==> src/rtl/uart_irq_pkg.sv <==
package uart_irq_pkg;

    localparam int NUM_CH   = 2;
    localparam int CODE_W   = 3;
    localparam int N_SRC    = 7;
    localparam int CODE_LSB = 8;
    localparam int WORD_W   = 32;

    typedef enum logic [CODE_W-1:0] {
        SRC_NONE = 3'd0,
        SRC_LSR  = 3'd1,
        SRC_RXD  = 3'd2,
        SRC_TXE  = 3'd3,
        SRC_MSR  = 3'd4,
        SRC_MPIO = 3'd5,
        SRC_TMR  = 3'd6,
        SRC_WAKE = 3'd7
    } irq_code_e;

    typedef struct packed {
        logic modem;
        logic txe;
        logic rxd;
        logic lsr;
    } chan_req_t;

    typedef struct packed {
        logic wake;
        logic timer;
        logic mpio;
    } dev_req_t;

    function automatic irq_code_e pick_code(input logic [N_SRC-1:0] v);
        irq_code_e c;
        c = SRC_NONE;
        for (int i = N_SRC - 1; i >= 0; i--) begin
            if (v[i]) c = irq_code_e'(3'(i + 1));
        end
        return c;
    endfunction

endpackage

==> src/rtl/irq_src_encoder.sv <==
module irq_src_encoder
    import uart_irq_pkg::*;
#(
    parameter bit HAS_DEV = 1'b0
) (
    input  chan_req_t req,
    input  dev_req_t  dev,
    output irq_code_e code,
    output logic      pending
);
    logic [N_SRC-1:0] vec;

    generate
        if (HAS_DEV) begin : g_dev
            assign vec = {dev, req};
        end else begin : g_nodev
            assign vec = {3'b000, req};
        end
    endgenerate

    assign code    = pick_code(vec);
    assign pending = |vec;

endmodule

==> src/rtl/irq_wake_tracker.sv <==
module irq_wake_tracker
    import uart_irq_pkg::*;
(
    input  logic              clk,
    input  logic              rst,
    input  logic [NUM_CH-1:0] ch_sleep,
    input  logic              rd_en,
    input  logic [3:0]        rd_be,
    output logic              wake_pend
);
    logic all_asleep_q;
    logic wake_evt;
    logic clr;

    assign wake_evt = all_asleep_q & ~(&ch_sleep);
    assign clr      = rd_en & rd_be[0];

    always_ff @(posedge clk) begin
        if (rst) begin
            all_asleep_q <= 1'b0;
            wake_pend    <= 1'b0;
        end else begin
            all_asleep_q <= &ch_sleep;
            wake_pend    <= wake_evt | (wake_pend & ~clr);
        end
    end

    assert_wake_origin_R7: assert property (@(posedge clk) disable iff (rst)
        $rose(wake_pend) |-> $past(all_asleep_q));

    assert_wake_clear_R8: assert property (@(posedge clk) disable iff (rst)
        (rd_en && rd_be[0] && !(all_asleep_q && !(&ch_sleep))) |=> !wake_pend);

    assert_wake_sticky_R8: assert property (@(posedge clk) disable iff (rst)
        (wake_pend && !(rd_en && rd_be[0])) |=> wake_pend);

    assert_set_wins_R9: assert property (@(posedge clk) disable iff (rst)
        (all_asleep_q && !(&ch_sleep)) |=> wake_pend);

endmodule

==> src/rtl/uart_irq_aggregator.sv <==
module uart_irq_aggregator
    import uart_irq_pkg::*;
(
    input  logic              clk,
    input  logic              rst,
    input  logic [NUM_CH-1:0] ch_lsr_req,
    input  logic [NUM_CH-1:0] ch_rxd_req,
    input  logic [NUM_CH-1:0] ch_txe_req,
    input  logic [NUM_CH-1:0] ch_msr_req,
    input  logic              tmr_req,
    input  logic              mpio_req,
    input  logic [NUM_CH-1:0] ch_sleep,
    input  logic              rd_en,
    input  logic [3:0]        rd_be,
    output logic [WORD_W-1:0] status_word
);
    localparam int CH1_LSB = CODE_LSB + CODE_W;
    localparam int FLD_MSB = CODE_LSB + NUM_CH * CODE_W - 1;

    chan_req_t          req_q [NUM_CH];
    logic               tmr_q;
    logic               mpio_q;
    logic               wake_pend;
    irq_code_e          code  [NUM_CH];
    logic [NUM_CH-1:0]  pend;
    dev_req_t           dev_r;

    always_ff @(posedge clk) begin
        if (rst) begin
            for (int c = 0; c < NUM_CH; c++) req_q[c] <= '0;
            tmr_q  <= 1'b0;
            mpio_q <= 1'b0;
        end else begin
            for (int c = 0; c < NUM_CH; c++) begin
                req_q[c].lsr   <= ch_lsr_req[c];
                req_q[c].rxd   <= ch_rxd_req[c];
                req_q[c].txe   <= ch_txe_req[c];
                req_q[c].modem <= ch_msr_req[c];
            end
            tmr_q  <= tmr_req;
            mpio_q <= mpio_req;
        end
    end

    irq_wake_tracker u_wake (
        .clk       (clk),
        .rst       (rst),
        .ch_sleep  (ch_sleep),
        .rd_en     (rd_en),
        .rd_be     (rd_be),
        .wake_pend (wake_pend)
    );

    always_comb begin
        dev_r.wake  = wake_pend;
        dev_r.timer = tmr_q;
        dev_r.mpio  = mpio_q;
    end

    generate
        for (genvar c = 0; c < NUM_CH; c++) begin : g_ch
            irq_src_encoder #(.HAS_DEV(c == 0)) u_enc (
                .req     (req_q[c]),
                .dev     (dev_r),
                .code    (code[c]),
                .pending (pend[c])
            );
        end
    endgenerate

    always_comb begin
        status_word = '0;
        status_word[NUM_CH-1:0] = pend;
        for (int c = 0; c < NUM_CH; c++) begin
            status_word[CODE_LSB + c*CODE_W +: CODE_W] = code[c];
        end
    end

    assert_summary_code_R2: assert property (@(posedge clk) disable iff (rst)
        status_word[0] == (status_word[CODE_LSB +: CODE_W] != 3'd0));

    assert_reserved_zero_R5: assert property (@(posedge clk) disable iff (rst)
        status_word[CODE_LSB-1:NUM_CH] == '0 && status_word[WORD_W-1:FLD_MSB+1] == '0);

    assert_ch1_range_R6: assert property (@(posedge clk) disable iff (rst)
        status_word[CH1_LSB +: CODE_W] <= 3'd4);

    assert_latency_R10: assert property (@(posedge clk) disable iff (rst)
        ($past(ch_lsr_req[1]) && !$past(rst)) |-> status_word[CH1_LSB +: CODE_W] == 3'd1);

endmodule

==> config.mk <==
export PLATFORM = sky130hd
export DESIGN_NAME = uart_irq_aggregator
export DESIGN_NICKNAME = d
export VERILOG_FILES = /design/src/rtl/uart_irq_pkg.sv /design/src/rtl/irq_src_encoder.sv /design/src/rtl/irq_wake_tracker.sv /design/src/rtl/uart_irq_aggregator.sv
export SDC_FILE = /design/constraint.sdc
export NUM_CORES = 1
export LEC_CHECK = 0
export BUFFER_PORTS_ARGS = -buffer_cell sky130_fd_sc_hd__clkbuf_2
export CAP_MARGIN = 20
export CELL_PAD_IN_SITES_DETAIL_PLACEMENT = 0
export CELL_PAD_IN_SITES_GLOBAL_PLACEMENT = 2
export CORE_UTILIZATION = 18
export CTS_CLUSTER_SIZE = 28
export DETAILED_ROUTE_END_ITERATION = 6
export GPL_ROUTABILITY_DRIVEN = 0
export PLACE_DENSITY_LB_ADDON = 0.1
export SLEW_MARGIN = 40
export SYNTH_ARGS = -nofsm -noshare
export SYNTH_HDL_FRONTEND = slang
export SYNTH_SLANG_ARGS = --single-unit
==> constraint.sdc <==
create_clock -name clk -period 1.8 [get_ports clk]
set_clock_uncertainty 0.2 [all_clocks]
set_input_delay 0.18 -clock clk [delete_from_list [all_inputs] [get_ports clk]]
set_output_delay 0.18 -clock clk [all_outputs]
set_load 0.01 [all_outputs]
==> out/metrics.cfg <==
[critical_path]
worst-r2r-setup-slack_ps = 930
crit_arrival_ps = 1250
cp-start-kind = register
crit_fanout = 4
critPathRequiredTime_ps = 1420
endpoint_kind = output port
path_class = reg2out

[power]
p_leak_nw = 0.4208
ir_worst_vdd_v = 0.0002211
power_density_mw_per_mm2 = 717.4

[synth]
synth_ff_type = dfxtp_1
syn_inst = 74
netlist_area_sq_um = 629.4
ys_async_sr_fraction = 0
synth_edf_count = 0
ys_warn_count = 0
ys_ff_latch = 12
synth.avg_cell_area_sq_um = 8.505
ys_types = 18
synth_seq_area_share = 0.3817

[drt]
dr.pass1.iters = 4
wire_per_inst_um = 6.288
wl_um = 981
first_iter_violations = 3
final_antenna_net_count = 0
drc = 0
vias_per_cell = 3.038
vias = 474

[clock_network]
clk_path_buf_depth = 2
cts_resized = 0
clk_latency_ps = 260
cts_sinks = 12
postCtsSetupBuffers = 0
root_buffer = clkbuf_4
cts-htree-levels = 1
cts_buffers = 3
cts_tree = yes
path_clk_slew_ps = 80

[cells_and_area]
final_common_cell = conb_1
final_cell_mix = conb_1 (24), clkbuf_2 (23), dlygate4sd3_1 (13), dfxtp_1 (12), nor2b_1 (10)
finalInstanceArea_sq_um = 855.8
synthToLayoutAreaGrowth_pct = 35.98
utilization = 0.2565
layout-drive-gt1-share = 0.2545
finalNetCount = 130
diodes = 0

[placement]
dp_hpwl_um = 804.4
place_area_sq_um = 689.4
portBuffers = 23

[sta]
timing.final.crit_period_ps = 1633
finalHoldViolCount = 0
rsz0062_at_grt = false
final-setup-viol-count = 0
finalSetupTns_ps = 0
drv_slew = 0
fin_crit_sh = 0.9070
fmax_mhz = 612.5

[die]
io_pins = 51
core_sq_mm = 0.003337
die_width_um = 61.13
dieArea_sq_mm = 0.003737
die_h_um = 61.13
row_count = 21
start_util = 0.1886

[global_routing]
grt_max_degree = 13
grt_overflow = 0
grt_first_pass_wirelength_um = 1545
grt_pass1_vias = 403
antenna_found_initial = 0
grt_util_all_layers = 0.06004

[hold_path]
hp-class = in2reg

[run]
maxCapViolCount = 0

[run_status]
outcome = finished, final reports clean

==> sequential cells by signal, indices dropped and copies added, names as in the netlist <==
signal               flops
req_q                    8
mpio_q                   1
tmr_q                    1
u_wake.all_asleep_q      1
u_wake.wake_pend         1
==> cell usage after synthesis, types with 3 or more instances <==
cell | instances | area [sq um]
nor2_1 | 6 | 22.52
dfxtp_1 | 12 | 240.2
inv_1 | 3 | 11.26
a21oi_1 | 3 | 15.01
buf_4 | 26 | 195.2
nor2b_1 | 10 | 62.56
nand2_1 | 3 | 11.26
==> per-stage QoR <==
step | hold WS [ps] | worst slack, ps | power, W | cells
5_1_grt | 51.33 | 78.28 | 0.0006536 | 156
3_3_place_gp | 191.0 | 445.5 | 0.0003903 | 139
2_1_floorplan | 51.61 | 464.4 | 0.0003976 | 97
6_report | 16.09 | 167.5 | 0.0006140 | 156
4_1_cts | 0.6319 | 142.2 | 0.0006283 | 156
3_5_place_dp | 191.9 | 450.9 | 0.0003909 | 139
==> routing by layer <==
| metal | up-vias | part of all wire | global-route usage |
|---|---|---|---|
| met2 | 28 | 0.49 | 0.09938 |
| li1 | 256 | - | - |
| met4 | 0 | 0 | 0.04870 |
| met5 | - | 0 | 0 |
| met1 | 190 | 0.40 | 0.06122 |
| met3 | 0 | 0.10 | 0.02101 |
==> what timing repair did <==
action	4_1_cts	5_1_grt
endpoints found under the hold margin	12	0
hold buffers	13	0
setup endpoints to repair	0	0
==> worst max-delay path: stages, from the launching register on <==
cell,delay (ps)
dfxtp_1,340
or4_1,510
clkbuf_2,140
==> area by class of cell <==
| cell class | count | area (sq um) |
|---|---|---|
| fill | 382 | 2481 |
| multi-input combinational | 55 | 265.3 |
| timing repair buffer | 36 | 245.2 |
| sequential | 12 | 240.2 |
| tap | 46 | 57.56 |
| clock buffer | 4 | 36.28 |
| inverter | 3 | 11.26 |
==> cells by family after synthesis <==
| kind of cell | after synthesis | share of synthesized area |
|---|---|---|
| compound gates | 7 | 0.06958 |
| buf+inv | 30 | 0.3340 |
| flops | 12 | 0.3817 |
| other cells | 1 | 0.005958 |
| simple gates | 24 | 0.2088 |
==> path summary, 6_finish.rpt <==
| check | cells past startpoint | to | from |
|---|---|---|---|
| worst max-delay path | 2 | status_word[1] | req_q[1][0]$_SDFF_PP0_ |
| worst min-delay path | 4 | u_wake.wake_pend$_SDFF_PP0_ | rd_en |
| worst max register to register | 2 | u_wake.wake_pend$_SDFF_PP0_ | u_wake.wake_pend$_SDFF_PP0_ |
| worst min register to register | 2 | u_wake.wake_pend$_SDFF_PP0_ | u_wake.all_asleep_q$_SDFF_PP0_ |
==> report_power, final <==
| part | internal (W) | total, W | leakage (nW) | switching [W] |
|---|---|---|---|---|
| Combinational | 0.0000568 | 0.000115 | 0.300 | 0.0000581 |
| Clock | 0.000123 | 0.000210 | 0.0210 | 0.0000867 |
| Sequential | 0.000279 | 0.000290 | 0.0997 | 0.0000104 |
Power figures use the tool's default switching activity.
